$ cat src/rtl/brd_pkg.sv
// Package: shared types for the trigger card register decoder.
// Assumes one access per cycle; the target code is recomputed every cycle.
package brd_pkg;

    // Function codes held in the command word
    typedef enum logic [2:0] {
        FN_IDLE    = 3'd0,
        FN_RDONLY  = 3'd1,
        FN_RDWR    = 3'd2,
        FN_FAKE    = 3'd3,
        FN_RSV4    = 3'd4,
        FN_CLEAR   = 3'd5,
        FN_RSV6    = 3'd6,
        FN_RSV7    = 3'd7
    } cmd_fn_e;

    // Where a claimed access goes
    typedef enum logic [2:0] {
        TG_NONE = 3'd0,
        TG_MEM  = 3'd1,
        TG_CMD  = 3'd2,
        TG_PED  = 3'd3,
        TG_DLYA = 3'd4,
        TG_DLYB = 3'd5,
        TG_DLYC = 3'd6,
        TG_MON  = 3'd7
    } tgt_e;

    // True when a function code locks all accesses onto the command word
    function automatic logic fn_locks(input logic [2:0] fn);
        return (fn == FN_FAKE) || (fn == FN_CLEAR);
    endfunction

endpackage

$ cat src/rtl/brd_addr_dec.sv
// Module: brd_addr_dec
// Purely combinational address decoder. It compares the board field with the
// switches, then picks a memory block or a control register. When the lock
// input is high, every matching address is sent to the command word.
// Assumes the field layout: base | type(2) | tower | section(1) | word | byte(1).
module brd_addr_dec
    import brd_pkg::*;
#(
    parameter int ADDR_W = 24,
    parameter int BASE_W = 5,
    parameter int WORD_W = 13,
    parameter int TOWERS = 4,
    parameter int MIDX_W = 5
) (
    input  logic [ADDR_W-1:0] addr,
    input  logic [BASE_W-1:0] base,
    input  logic              lock,
    output logic              hit,
    output tgt_e              tgt,
    output logic [MIDX_W-1:0] midx,
    output logic [WORD_W-1:0] word
);
    localparam int TWR_W  = $clog2(TOWERS);
    localparam int SEC_B  = WORD_W + 1;
    localparam int TWR_L  = SEC_B + 1;
    localparam int TYP_L  = TWR_L + TWR_W;
    localparam int ROFF_W = WORD_W - 1;

    logic              base_ok;
    logic [1:0]        mtype;
    logic [TWR_W-1:0]  twr;
    logic              sec;
    logic [ROFF_W-1:0] roff;
    logic              unused_lsb;

    assign unused_lsb = addr[0];

    // Split the address into its fields
    always_comb begin
        base_ok = (addr[ADDR_W-1 -: BASE_W] == base);
        mtype   = addr[TYP_L +: 2];
        twr     = addr[TWR_L +: TWR_W];
        sec     = addr[SEC_B];
        roff    = addr[WORD_W:2];
        word    = addr[WORD_W:1];
    end

    // Choose the target of the access
    always_comb begin
        hit  = 1'b0;
        tgt  = TG_NONE;
        midx = '0;
        if (base_ok) begin
            if (lock) begin
                hit = 1'b1;
                tgt = TG_CMD;
            end else if (mtype != 2'd3) begin
                hit  = 1'b1;
                tgt  = TG_MEM;
                midx = MIDX_W'(int'(mtype) * 2 * TOWERS + int'(twr) * 2 + int'(sec));
            end else if (!sec) begin
                hit  = 1'b1;
                tgt  = TG_MEM;
                midx = MIDX_W'(6 * TOWERS + int'(twr));
            end else if (twr == '0) begin
                hit = 1'b1;
                case (roff)
                    ROFF_W'(0): tgt = TG_CMD;
                    ROFF_W'(1): tgt = TG_PED;
                    ROFF_W'(2): tgt = TG_DLYA;
                    ROFF_W'(3): tgt = TG_DLYB;
                    ROFF_W'(4): tgt = TG_DLYC;
                    ROFF_W'(5): tgt = TG_MON;
                    default: begin
                        hit = 1'b0;
                        tgt = TG_NONE;
                    end
                endcase
            end
        end
    end

endmodule

$ cat src/rtl/brd_cmd_reg.sv
// Module: brd_cmd_reg
// Holds the 8-bit command field. A write loads only when the two 16-bit
// halves of the data agree. Reset leaves the output port disabled.
// Assumes wr_en is high for one cycle per accepted bus write.
module brd_cmd_reg
    import brd_pkg::*;
#(
    parameter int DATA_W = 32
) (
    input  logic              clk,
    input  logic              rst_n,
    input  logic              wr_en,
    input  logic [DATA_W-1:0] wdata,
    output logic [7:0]        cmd_q,
    output logic              lock
);
    localparam int HALF_W = DATA_W / 2;
    localparam logic [7:0] RST_VAL = {1'b0, 3'd7, 1'b0, FN_IDLE};

    logic halves_ok;

    // Integrity check on the write data
    assign halves_ok = (wdata[HALF_W-1:0] == wdata[DATA_W-1:HALF_W]);

    // Command field storage
    always_ff @(posedge clk) begin
        if (!rst_n) begin
            cmd_q <= RST_VAL;
        end else if (wr_en && halves_ok) begin
            cmd_q <= wdata[HALF_W +: 8];
        end
    end

    // Lockout flag from the stored function code
    assign lock = fn_locks(cmd_q[2:0]);

endmodule

$ cat src/rtl/brd_cfg_regs.sv
// Module: brd_cfg_regs
// Write-only settings: two pedestal DAC codes and eight delay channels spread
// over three registers. Each channel's register and lane come from its index.
// Assumes each write enable is high for at most one cycle per access.
module brd_cfg_regs #(
    parameter int DATA_W = 32,
    parameter int DAC_W  = 12,
    parameter int DLY_W  = 6
) (
    input  logic              clk,
    input  logic              rst_n,
    input  logic              ped_wr,
    input  logic [2:0]        dly_wr,
    input  logic [DATA_W-1:0] wdata,
    output logic [DAC_W-1:0]  ped_lo,
    output logic [DAC_W-1:0]  ped_hi,
    output logic [8*DLY_W-1:0] dly_flat
);
    localparam int DLY_CH = 8;
    localparam int LANE_W = 8;
    localparam int HALF_W = DATA_W / 2;

    logic unused_wdata;
    assign unused_wdata = ^wdata;

    // Pedestal DAC codes
    always_ff @(posedge clk) begin
        if (!rst_n) begin
            ped_lo <= '0;
            ped_hi <= '0;
        end else if (ped_wr) begin
            ped_lo <= wdata[HALF_W +: DAC_W];
            ped_hi <= wdata[0 +: DAC_W];
        end
    end

    for (genvar c = 0; c < DLY_CH; c++) begin : g_ch
        localparam int RG = (c < 2) ? 0 : ((c < 6) ? 1 : 2);
        localparam int LN = c % 4;
        logic [DLY_W-1:0] q;

        // One delay channel, loaded from its own lane
        always_ff @(posedge clk) begin
            if (!rst_n) begin
                q <= '0;
            end else if (dly_wr[RG]) begin
                q <= wdata[LN*LANE_W +: DLY_W];
            end
        end

        assign dly_flat[c*DLY_W +: DLY_W] = q;
    end

endmodule

$ cat src/rtl/brd_regdec.sv
// Module: brd_regdec (top)
// Bus slave decoder and control register bank for a trigger card. Accesses
// are single-cycle requests; the response (ack, read data, strobes) is
// registered and appears one cycle later. The memory answers in the strobe
// cycle, so its data goes to bus_rdata combinationally in that cycle.
module brd_regdec
    import brd_pkg::*;
#(
    parameter int ADDR_W  = 24,
    parameter int BASE_W  = 5,
    parameter int DATA_W  = 32,
    parameter int ID_W    = 8,
    parameter int WORD_W  = 13,
    parameter int TOWERS  = 4,
    parameter int MEM_DW  = 16,
    parameter int DAC_W   = 12,
    parameter int DLY_W   = 6,
    parameter int ADDER_W = 9,
    parameter int TTST_W  = 6,
    localparam int NMEM   = 7 * TOWERS,
    localparam int DLYV_W = 8 * DLY_W
) (
    input  logic              clk,
    input  logic              rst_n,
    input  logic [BASE_W-1:0] base_sw,
    input  logic [ID_W-1:0]   hw_id,
    input  logic              bus_sel,
    input  logic              bus_wr,
    input  logic [ADDR_W-1:0] bus_addr,
    input  logic [DATA_W-1:0] bus_wdata,
    output logic              bus_ack,
    output logic [DATA_W-1:0] bus_rdata,
    output logic [NMEM-1:0]   mem_sel,
    output logic              mem_we,
    output logic [WORD_W-1:0] mem_addr,
    input  logic [MEM_DW-1:0] mem_rdata,
    input  logic [ADDER_W-1:0] adder_mon,
    input  logic [TTST_W-1:0] twr_tst,
    output logic [2:0]        cmd_func,
    output logic [2:0]        port_sel,
    output logic              port_oe,
    output logic              hi_gain,
    output logic              blk_en,
    output logic [DAC_W-1:0]  ped_lo,
    output logic [DAC_W-1:0]  ped_hi,
    output logic              ped_ld,
    output logic [DLYV_W-1:0] dly_val,
    output logic [2:0]        dly_ld
);
    localparam int MIDX_W = $clog2(NMEM);
    localparam int HALF_W = DATA_W / 2;
    localparam int TTST_L = HALF_W;

    logic              dec_hit;
    tgt_e              dec_tgt;
    logic [MIDX_W-1:0] dec_midx;
    logic [WORD_W-1:0] dec_word;
    logic [7:0]        cmd_q;
    logic              lock;
    logic              acc;
    logic              mem_ok;
    logic              cmd_wr;
    logic              ped_wr;
    logic [2:0]        dly_wr;
    logic [DATA_W-1:0] reg_rd;
    logic              ack_q;
    logic              memrd_q;
    logic [DATA_W-1:0] rdata_q;
    logic [NMEM-1:0]   sel_q;
    logic              we_q;
    logic [WORD_W-1:0] maddr_q;
    logic              ped_ld_q;
    logic [2:0]        dly_ld_q;

    brd_addr_dec #(
        .ADDR_W (ADDR_W),
        .BASE_W (BASE_W),
        .WORD_W (WORD_W),
        .TOWERS (TOWERS),
        .MIDX_W (MIDX_W)
    ) dec_i (
        .addr (bus_addr),
        .base (base_sw),
        .lock (lock),
        .hit  (dec_hit),
        .tgt  (dec_tgt),
        .midx (dec_midx),
        .word (dec_word)
    );

    brd_cmd_reg #(
        .DATA_W (DATA_W)
    ) cmd_i (
        .clk   (clk),
        .rst_n (rst_n),
        .wr_en (cmd_wr),
        .wdata (bus_wdata),
        .cmd_q (cmd_q),
        .lock  (lock)
    );

    brd_cfg_regs #(
        .DATA_W (DATA_W),
        .DAC_W  (DAC_W),
        .DLY_W  (DLY_W)
    ) cfg_i (
        .clk      (clk),
        .rst_n    (rst_n),
        .ped_wr   (ped_wr),
        .dly_wr   (dly_wr),
        .wdata    (bus_wdata),
        .ped_lo   (ped_lo),
        .ped_hi   (ped_hi),
        .dly_flat (dly_val)
    );

    // Access qualification and per-target write enables
    always_comb begin
        acc    = bus_sel && dec_hit;
        mem_ok = (dec_tgt == TG_MEM) &&
                 (bus_wr ? (cmd_q[2:0] == FN_RDWR)
                         : (cmd_q[2:0] == FN_RDWR || cmd_q[2:0] == FN_RDONLY));
        cmd_wr = acc && bus_wr && (dec_tgt == TG_CMD);
        ped_wr = acc && bus_wr && (dec_tgt == TG_PED);
        dly_wr = {acc && bus_wr && (dec_tgt == TG_DLYC),
                  acc && bus_wr && (dec_tgt == TG_DLYB),
                  acc && bus_wr && (dec_tgt == TG_DLYA)};
    end

    // Register read-back selection
    always_comb begin
        reg_rd = '0;
        case (dec_tgt)
            TG_CMD:  begin
                reg_rd[HALF_W +: 8] = cmd_q;
                reg_rd[ID_W-1:0]    = hw_id;
            end
            TG_DLYC: reg_rd[ADDER_W-1:0]        = adder_mon;
            TG_MON:  reg_rd[TTST_L +: TTST_W]   = twr_tst;
            default: reg_rd = '0;
        endcase
    end

    // Registered response and strobes
    always_ff @(posedge clk) begin
        if (!rst_n) begin
            ack_q    <= 1'b0;
            memrd_q  <= 1'b0;
            rdata_q  <= '0;
            sel_q    <= '0;
            we_q     <= 1'b0;
            maddr_q  <= '0;
            ped_ld_q <= 1'b0;
            dly_ld_q <= '0;
        end else begin
            ack_q    <= acc;
            memrd_q  <= acc && mem_ok && !bus_wr;
            rdata_q  <= (acc && !bus_wr && dec_tgt != TG_MEM) ? reg_rd : '0;
            sel_q    <= (acc && mem_ok) ? (NMEM'(1) << dec_midx) : '0;
            we_q     <= acc && mem_ok && bus_wr;
            ped_ld_q <= ped_wr;
            dly_ld_q <= dly_wr;
            if (acc) begin
                maddr_q <= dec_word;
            end
        end
    end

    // Output assembly
    always_comb begin
        bus_ack   = ack_q;
        bus_rdata = memrd_q ? DATA_W'(mem_rdata) : rdata_q;
        mem_sel   = sel_q;
        mem_we    = we_q;
        mem_addr  = maddr_q;
        ped_ld    = ped_ld_q;
        dly_ld    = dly_ld_q;
        cmd_func  = cmd_q[2:0];
        blk_en    = cmd_q[3];
        port_sel  = cmd_q[6:4];
        hi_gain   = cmd_q[7];
        port_oe   = (cmd_q[6:4] != 3'd7);
    end

endmodule

$ cat config.mk
export PLATFORM = sky130hd
export DESIGN_NAME = brd_regdec
export DESIGN_NICKNAME = d
export VERILOG_FILES = /design/src/rtl/brd_pkg.sv /design/src/rtl/brd_addr_dec.sv /design/src/rtl/brd_cmd_reg.sv /design/src/rtl/brd_cfg_regs.sv /design/src/rtl/brd_regdec.sv
export SDC_FILE = /design/constraint.sdc
export NUM_CORES = 1
export LEC_CHECK = 0
export CAP_MARGIN = 5
export CELL_PAD_IN_SITES_DETAIL_PLACEMENT = 0
export CELL_PAD_IN_SITES_GLOBAL_PLACEMENT = 1
export CORE_ASPECT_RATIO = 1.4
export CORE_MARGIN = 5
export CORE_UTILIZATION = 30
export CTS_CLUSTER_DIAMETER = 120
export DETAILED_ROUTE_END_ITERATION = 16
export GPL_TIMING_DRIVEN = 0
export HOLD_SLACK_MARGIN = 0.03
export MAX_ROUTING_LAYER = met4
export PLACE_DENSITY = 0.8
export RECOVER_POWER = 50
export SETUP_SLACK_MARGIN = 0.05
export SYNTH_ARGS = -nofsm -noshare
export SYNTH_HDL_FRONTEND = slang
export SYNTH_SLANG_ARGS = --single-unit
$ cat constraint.sdc
create_clock -name clk -period 3.15 [get_ports clk]
set_clock_uncertainty 0.2 [all_clocks]
set_input_delay 0.63 -clock clk [delete_from_list [all_inputs] [get_ports clk]]
set_output_delay 0.63 -clock clk [all_outputs]
set_load 0.1 [all_outputs]
Word level (Yosys, flattened, before mapping)
Index checks and enable logic that the tools add are counted.
{"block": "op_classes", "eq_ne": 21, "mux": 20, "n_reduce_logical": 24, "shift": 1, "n_addsub": 3}
{"operator": "32-bit two-way mux", "n": 1}
{"operator": "1-bit by 5-bit << shifter with 28-bit output, first input constant", "n": 1}
{"operator": "12-bit by 2-bit equality test with 1-bit output, second input constant", "n": 2}
{"operator": "12-bit by 3-bit equality test with 1-bit output, second input constant", "n": 2}
{"operator": "5-bit two-way mux", "n": 4}
{"operator": "3-bit case mux with 6 select lines", "n": 1}
{"operator": "16-bit equality test", "n": 1}
{"operator": "8-bit case mux with 2 select lines", "n": 1}
{"operator": "3-bit equality test, second input constant", "n": 5}
{"operator": "3-bit two-way mux", "n": 5}
{"operator": "1-bit logical AND", "n": 14}
{"operator": "12-bit by 1-bit equality test with 1-bit output, second input constant", "n": 1}
{"operator": "3-bit by 2-bit equality test with 1-bit output, second input constant", "n": 4}
{"operator": "12-bit zero test", "n": 1}
{"operator": "6-bit case mux with 2 select lines", "n": 1}
{"operator": "1-bit two-way mux", "n": 7}
{"operator": "3-bit by 1-bit equality test with 1-bit output, second input constant", "n": 2}
{"operator": "3-bit AND reduction", "n": 2}
{"operator": "6-bit OR reduction", "n": 1}
{"operator": "5-bit by 2-bit adder with 5-bit output", "n": 1}
{"operator": "5-bit by 2-bit adder with 5-bit output, first input constant", "n": 1}
{"operator": "5-bit by 3-bit adder with 5-bit output", "n": 1}
{"operator": "5-bit equality test", "n": 1}
{"operator": "2-bit AND reduction", "n": 2}
{"operator": "6 further kinds", "n": 7}
{"block": "word_totals", "elab_cells": 91, "output_inout_bits": 160, "in_bits": 104, "regBits": 160}

Longest topological paths before layout
{"block": "logic_depth", "ltp_word": 12, "mapped_depth": 9}

Hierarchy
From an unflattened synthesis, not the netlist that was laid out.
{"block": "hier_totals", "cells_unflattened": 618, "hier_area_um2": 6199.7}
{"mod": "brd_cfg_regs", "area_per_inst_um2": 2771.4, "n_inst": 1, "cells_per_inst": 232}
{"mod": "brd_regdec", "area_per_inst_um2": 2546.2, "n_inst": 1, "cells_per_inst": 270}
{"mod": "brd_cmd_reg", "area_per_inst_um2": 533.0, "n_inst": 1, "cells_per_inst": 63}
{"mod": "brd_addr_dec", "area_per_inst_um2": 349.1, "n_inst": 1, "cells_per_inst": 53}

Worst setup path after synthesis
OpenSTA, ideal clock, no wires.
{"block": "synth_path", "path_type": "register to register", "startpoint": "reg cmd_i.cmd_q[1]", "endpoint": "reg sel_q[3], in the netlist mem_sel[3]", "path_stages_with_launch": 9, "path_buffers": 2, "t_arrival_ns": 2.669, "setup_time_ns": 0.063, "slack_ns": 0.218, "cell_sequence": "dfxtp_1 xnor2_1 nand2b_2 a31oi_4 and4_1 buf_4 or3b_1 buf_2 nor2_2"}
{"block": "synth_via", "elab_chain_len": 8, "word_cells_on_any_way": 19}
{"item": "start: declaration", "line_no": "brd_cmd_reg.sv:14", "source": "output logic [7:0] cmd_q,"}
{"item": "start signal: assignment", "line_no": "brd_cmd_reg.sv:30", "source": "cmd_q <= wdata[HALF_W +: 8];"}
{"item": "3-bit by 2-bit equality test with 1-bit output or 3-bit equality test (tied branches)", "line_no": "brd_pkg.sv:31", "source": "return (fn == FN_FAKE) || (fn == FN_CLEAR);"}
{"item": "1-bit logical OR", "line_no": "brd_pkg.sv:31"}
{"item": "3-bit two-way mux", "line_no": "brd_addr_dec.sv:54", "source": "if (lock) begin"}
{"item": "3-bit two-way mux", "line_no": "brd_addr_dec.sv:53", "source": "if (base_ok) begin"}
{"item": "3-bit by 1-bit equality test with 1-bit output", "line_no": "brd_regdec.sv:120", "source": "mem_ok = (dec_tgt == TG_MEM) &&"}
{"item": "1-bit logical AND", "line_no": "brd_regdec.sv:120"}
{"item": "1-bit logical AND", "line_no": "brd_regdec.sv:159", "source": "sel_q <= (acc && mem_ok) ? (NMEM'(1) << dec_midx) : '0;"}
{"item": "2-bit AND reduction (no source line)"}
{"item": "end signal: assignment", "line_no": "brd_regdec.sv:159"}
{"item": "end: declaration", "line_no": "brd_regdec.sv:69", "source": "logic [NMEM-1:0] sel_q;"}
Several ways; a longest one is shown, not always the timed one.
A chain may end at the register's enable or synchronous reset.

Worst setup path in the final report
{"block": "layout_path", "startpoint": "reg memrd_q", "endpoint": "out bus_rdata[20]"}
{"block": "layout_via", "elab_chain_len": 1}
{"item": "start: declaration", "line_no": "brd_regdec.sv:67", "source": "logic memrd_q;"}
{"item": "start signal: assignment", "line_no": "brd_regdec.sv:157", "source": "memrd_q <= acc && mem_ok && !bus_wr;"}
{"item": "32-bit two-way mux", "line_no": "brd_regdec.sv:172", "source": "bus_rdata = memrd_q ? DATA_W'(mem_rdata) : rdata_q;"}
{"item": "end: declaration", "line_no": "brd_regdec.sv:32", "source": "output logic [DATA_W-1:0] bus_rdata,"}
No other way between the ends.

==> results_dict.tcl <==
set metrics [dict create \
    ys_async_sr_fraction_pct 0 \
    grt_use_total_pct 18.99 \
    synth_top_family_by_area "simple AND/OR/NAND/NOR gates" \
    ir_worst_vdd_mv 0.2807 \
    clkLatencyLatePin_ns 0.42 \
    yosysUniqueCellTypes 52 \
    max_slew_margin_pct 29.65 \
    p_leak_uw 0.004022 \
    final_common_cell "dfxtp_1" \
    synth_xor_area_share_pct 3.423 \
    overflow 0 \
    ys_ff_latch 145 \
    clockRootBuffer "clkbuf_16" \
    drive_above_1_share_pct 11.87 \
    tritoncts "yes" \
    cp.required_ns 2.32 \
    place_ws_ns -0.4197 \
    vias_per_cell 4.769 \
    ant_nets 0 \
    cap_violations 0 \
    clkSinkCount 145 \
    yosys.area_share.simple_pct 26.17 \
    synth.area.mux_share_pct 8.695 \
    max-clock-path-buffers 2 \
    syn_to_final_growth_pct 58.04 \
    setup_viol_count_final 0 \
    wl_per_cell_um 17.78 \
    cellPowerDensity_nw_per_um2 452.5 \
    clk_pin_slew_ns 0.06 \
    path_cells "clkbuf_1 -> clkbuf_1 -> nor2b_1 -> dlygate4sd2_1" \
    cp-end-kind "output port" \
    final_cell_mix "145 x dfxtp_1, 119 x clkdlybuf4s50_1, 107 x dlygate4sd3_1, 78 x nor2_1, 64 x nand2_1" \
    hold_viol 0 \
    synth-edff-count 0 \
    post-route-period-util_pct 93.42 \
    grt_first_pass_wirelength_um 31910 \
    post-route-min-period_ns 2.943 \
    synth_compound_area_share_pct 7.674 \
    drt_iter0_drc 265 \
    first_pass_iters 4 \
    antenna_found_initial 1 \
    crit_slowest_cell "dlygate4sd2_1" \
    die_h_um 175.7 \
    gp_congestion 0.8578 \
    dpl.hpwl_um 16680 \
    cpMostUsedCell "clkbuf_1" \
    synth_ff_type "dfxtp_1" \
    min_path_type "reg2reg" \
    die-area_um2 22560 \
    drt_wl_total_um 21050 \
    ys_warn_count 0 \
    cts_max_level 4 \
    grt_start_max_net_pins 17 \
    first_global_vias 5633 \
    port_buffers 250 \
    final_nets 1027 \
    max_stage_delay_ns 0.86 \
    fmax_ghz 0.3398 \
    cts_buffers 17 \
    startpoint_type "flop" \
    drv_slew 0 \
    ios 264 \
    syn_inst 645 \
    row_count 60 \
    crit_type "reg2out" \
    worst_slack_ns 0.2073 \
    core_area_um2 19290 \
    cp_max_fo 10 \
    synthAdderAreaFrac_pct 0 \
    worst_hold_slack_ns 0.2445 \
    vias 5646 \
    start_util_pct 30.51 \
    rsz0062_at_grt "false" \
    drc 0 \
    outcome "completed" \
    netlist_area_um2 5886 \
    cp_data_arrival_time_ns 2.11 \
    die_w_um 128.4 \
    yosysSeqAreaShare_pct 49.32 \
    worst_pin_slew_ns 1.052 \
    synth.avg_cell_area_um2 9.125 \
]
cells by family after synthesis:
| family | after synthesis |
|---|---|
| buffers and inverters | 55 |
| other | 1 |
| multiplexers | 50 |
| AND/OR/NAND/NOR | 293 |
| XOR/XNOR | 23 |
| flip-flops | 145 |
| AO/OA/AOI/OAI | 78 |
metrics by stage:
step | util, % | instances | power [uW] | area [um^2] | setup TNS (ns)
after detailed placement | 45.22 | 1150 | 2250 | 8725 | -24.06
after global placement | 45.22 | 1150 | 2249 | 8725 | -23.02
after CTS | 48.29 | 1181 | 4258 | 9316 | 0
final | 48.21 | 1184 | 4208 | 9301 | 0
after global routing | 48.21 | 1184 | 4370 | 9301 | 0
after floorplan | - | 652 | 2053 | 5912 | 0
cell usage after synthesis, types with 2 or more instances:
cell        n  area (um^2)
dfxtp_1   145         2903
buf_4      13        97.59
a22oi_1    12        90.09
or3_1       2        12.51
nor4_4      3        63.81
xnor2_1    21        183.9
nor2_1     78        292.8
inv_1       5        18.77
nand3b_1    5        37.54
and4_1      3        26.28
nor2b_1    10        62.56
nand3_1    62        310.3
mux2i_1    41        410.4
o21ai_1     4        20.02
and3_1      4        25.02
and2_1     12        75.07
buf_1       3        11.26
nor2_2      8        50.05
nand4_2     3        37.54
a21oi_1    18        90.09
nand4b_1    2        17.52
mux2_2      9        101.4
buf_2       8        40.04
nand3_2     2        20.02
nor3_1      6        30.03
nand4_1    12        75.07
clkbuf_1   24        90.09
nor4_1      5        31.28
o21ai_0    38        190.2
nand2_1    64        240.2
xor2_1      2        17.52
report_power, final:
group	switching (uW)	internal (uW)	total [uW]
combinational	209	163	372
sequential	0.860	1830	1840
clock	826	1170	2000
total	1040	3170	4210
critical path, delay by kind of cell, from the launching register on:
kind	cells	cell delay, ns
buf+inv	3	1.28
flops	1	0.29
simple gates	1	0.13
area by class of cell:
type	instances	area, um^2
fillers	1889	9992
flip-flops and latches	145	2903
multi-input cells	452	2740
repair buffers	252	2491
clock buffers	17	425.4
well taps	248	310.3
plain buffers	50	257.7
clock inverters	14	152.6
inverters	5	18.77
diodes	1	2.502
repair_timing:
item                                    CTS  global route
endpoints found under the hold margin     0             0
pin swaps                                 1             2
buffers inserted                          0             2
gates cloned                              0             0
endpoints found under the setup margin   31            38
resized for setup                        59            19
hold buffers                              0             0
per-layer routing:
metal / GRT usage, % / routed length [um] / vias to the layer above
li1: - / - / 2764
met1: 19.71 / 7784 / 2623
met2: 33.13 / 10900 / 225
met3: 6.054 / 1710 / 34
met4: 7.345 / 654 / 0
met5: - / 0 / -
path summary, 6_finish.rpt:
path	startpoint	cells after the start	slack (ns)	to
setup reg to reg	cmd_i.cmd_q[1]	7	0.61	dly_ld[0]
hold / removal	cmd_i.cmd_q[7]	2	0.24	rdata_q[23]
hold reg to reg	cmd_i.cmd_q[7]	2	0.24	rdata_q[23]
setup / recovery	memrd_q	4	0.21	bus_rdata[20]
sequential cells by signal (all words and copies together) (netlist names):
| signal | cells |
|---|---|
| cfg_i.g_ch.q | 48 |
| mem_sel | 28 |
| rdata_q | 17 |
| mem_addr | 13 |
| cfg_i.ped_hi | 12 |
| cfg_i.ped_lo | 12 |
| cmd_i.cmd_q | 8 |
| dly_ld | 3 |
| bus_ack | 1 |
| mem_we | 1 |
| memrd_q | 1 |
| ped_ld | 1 |
Note: power is estimated with default switching activity, not from simulation.
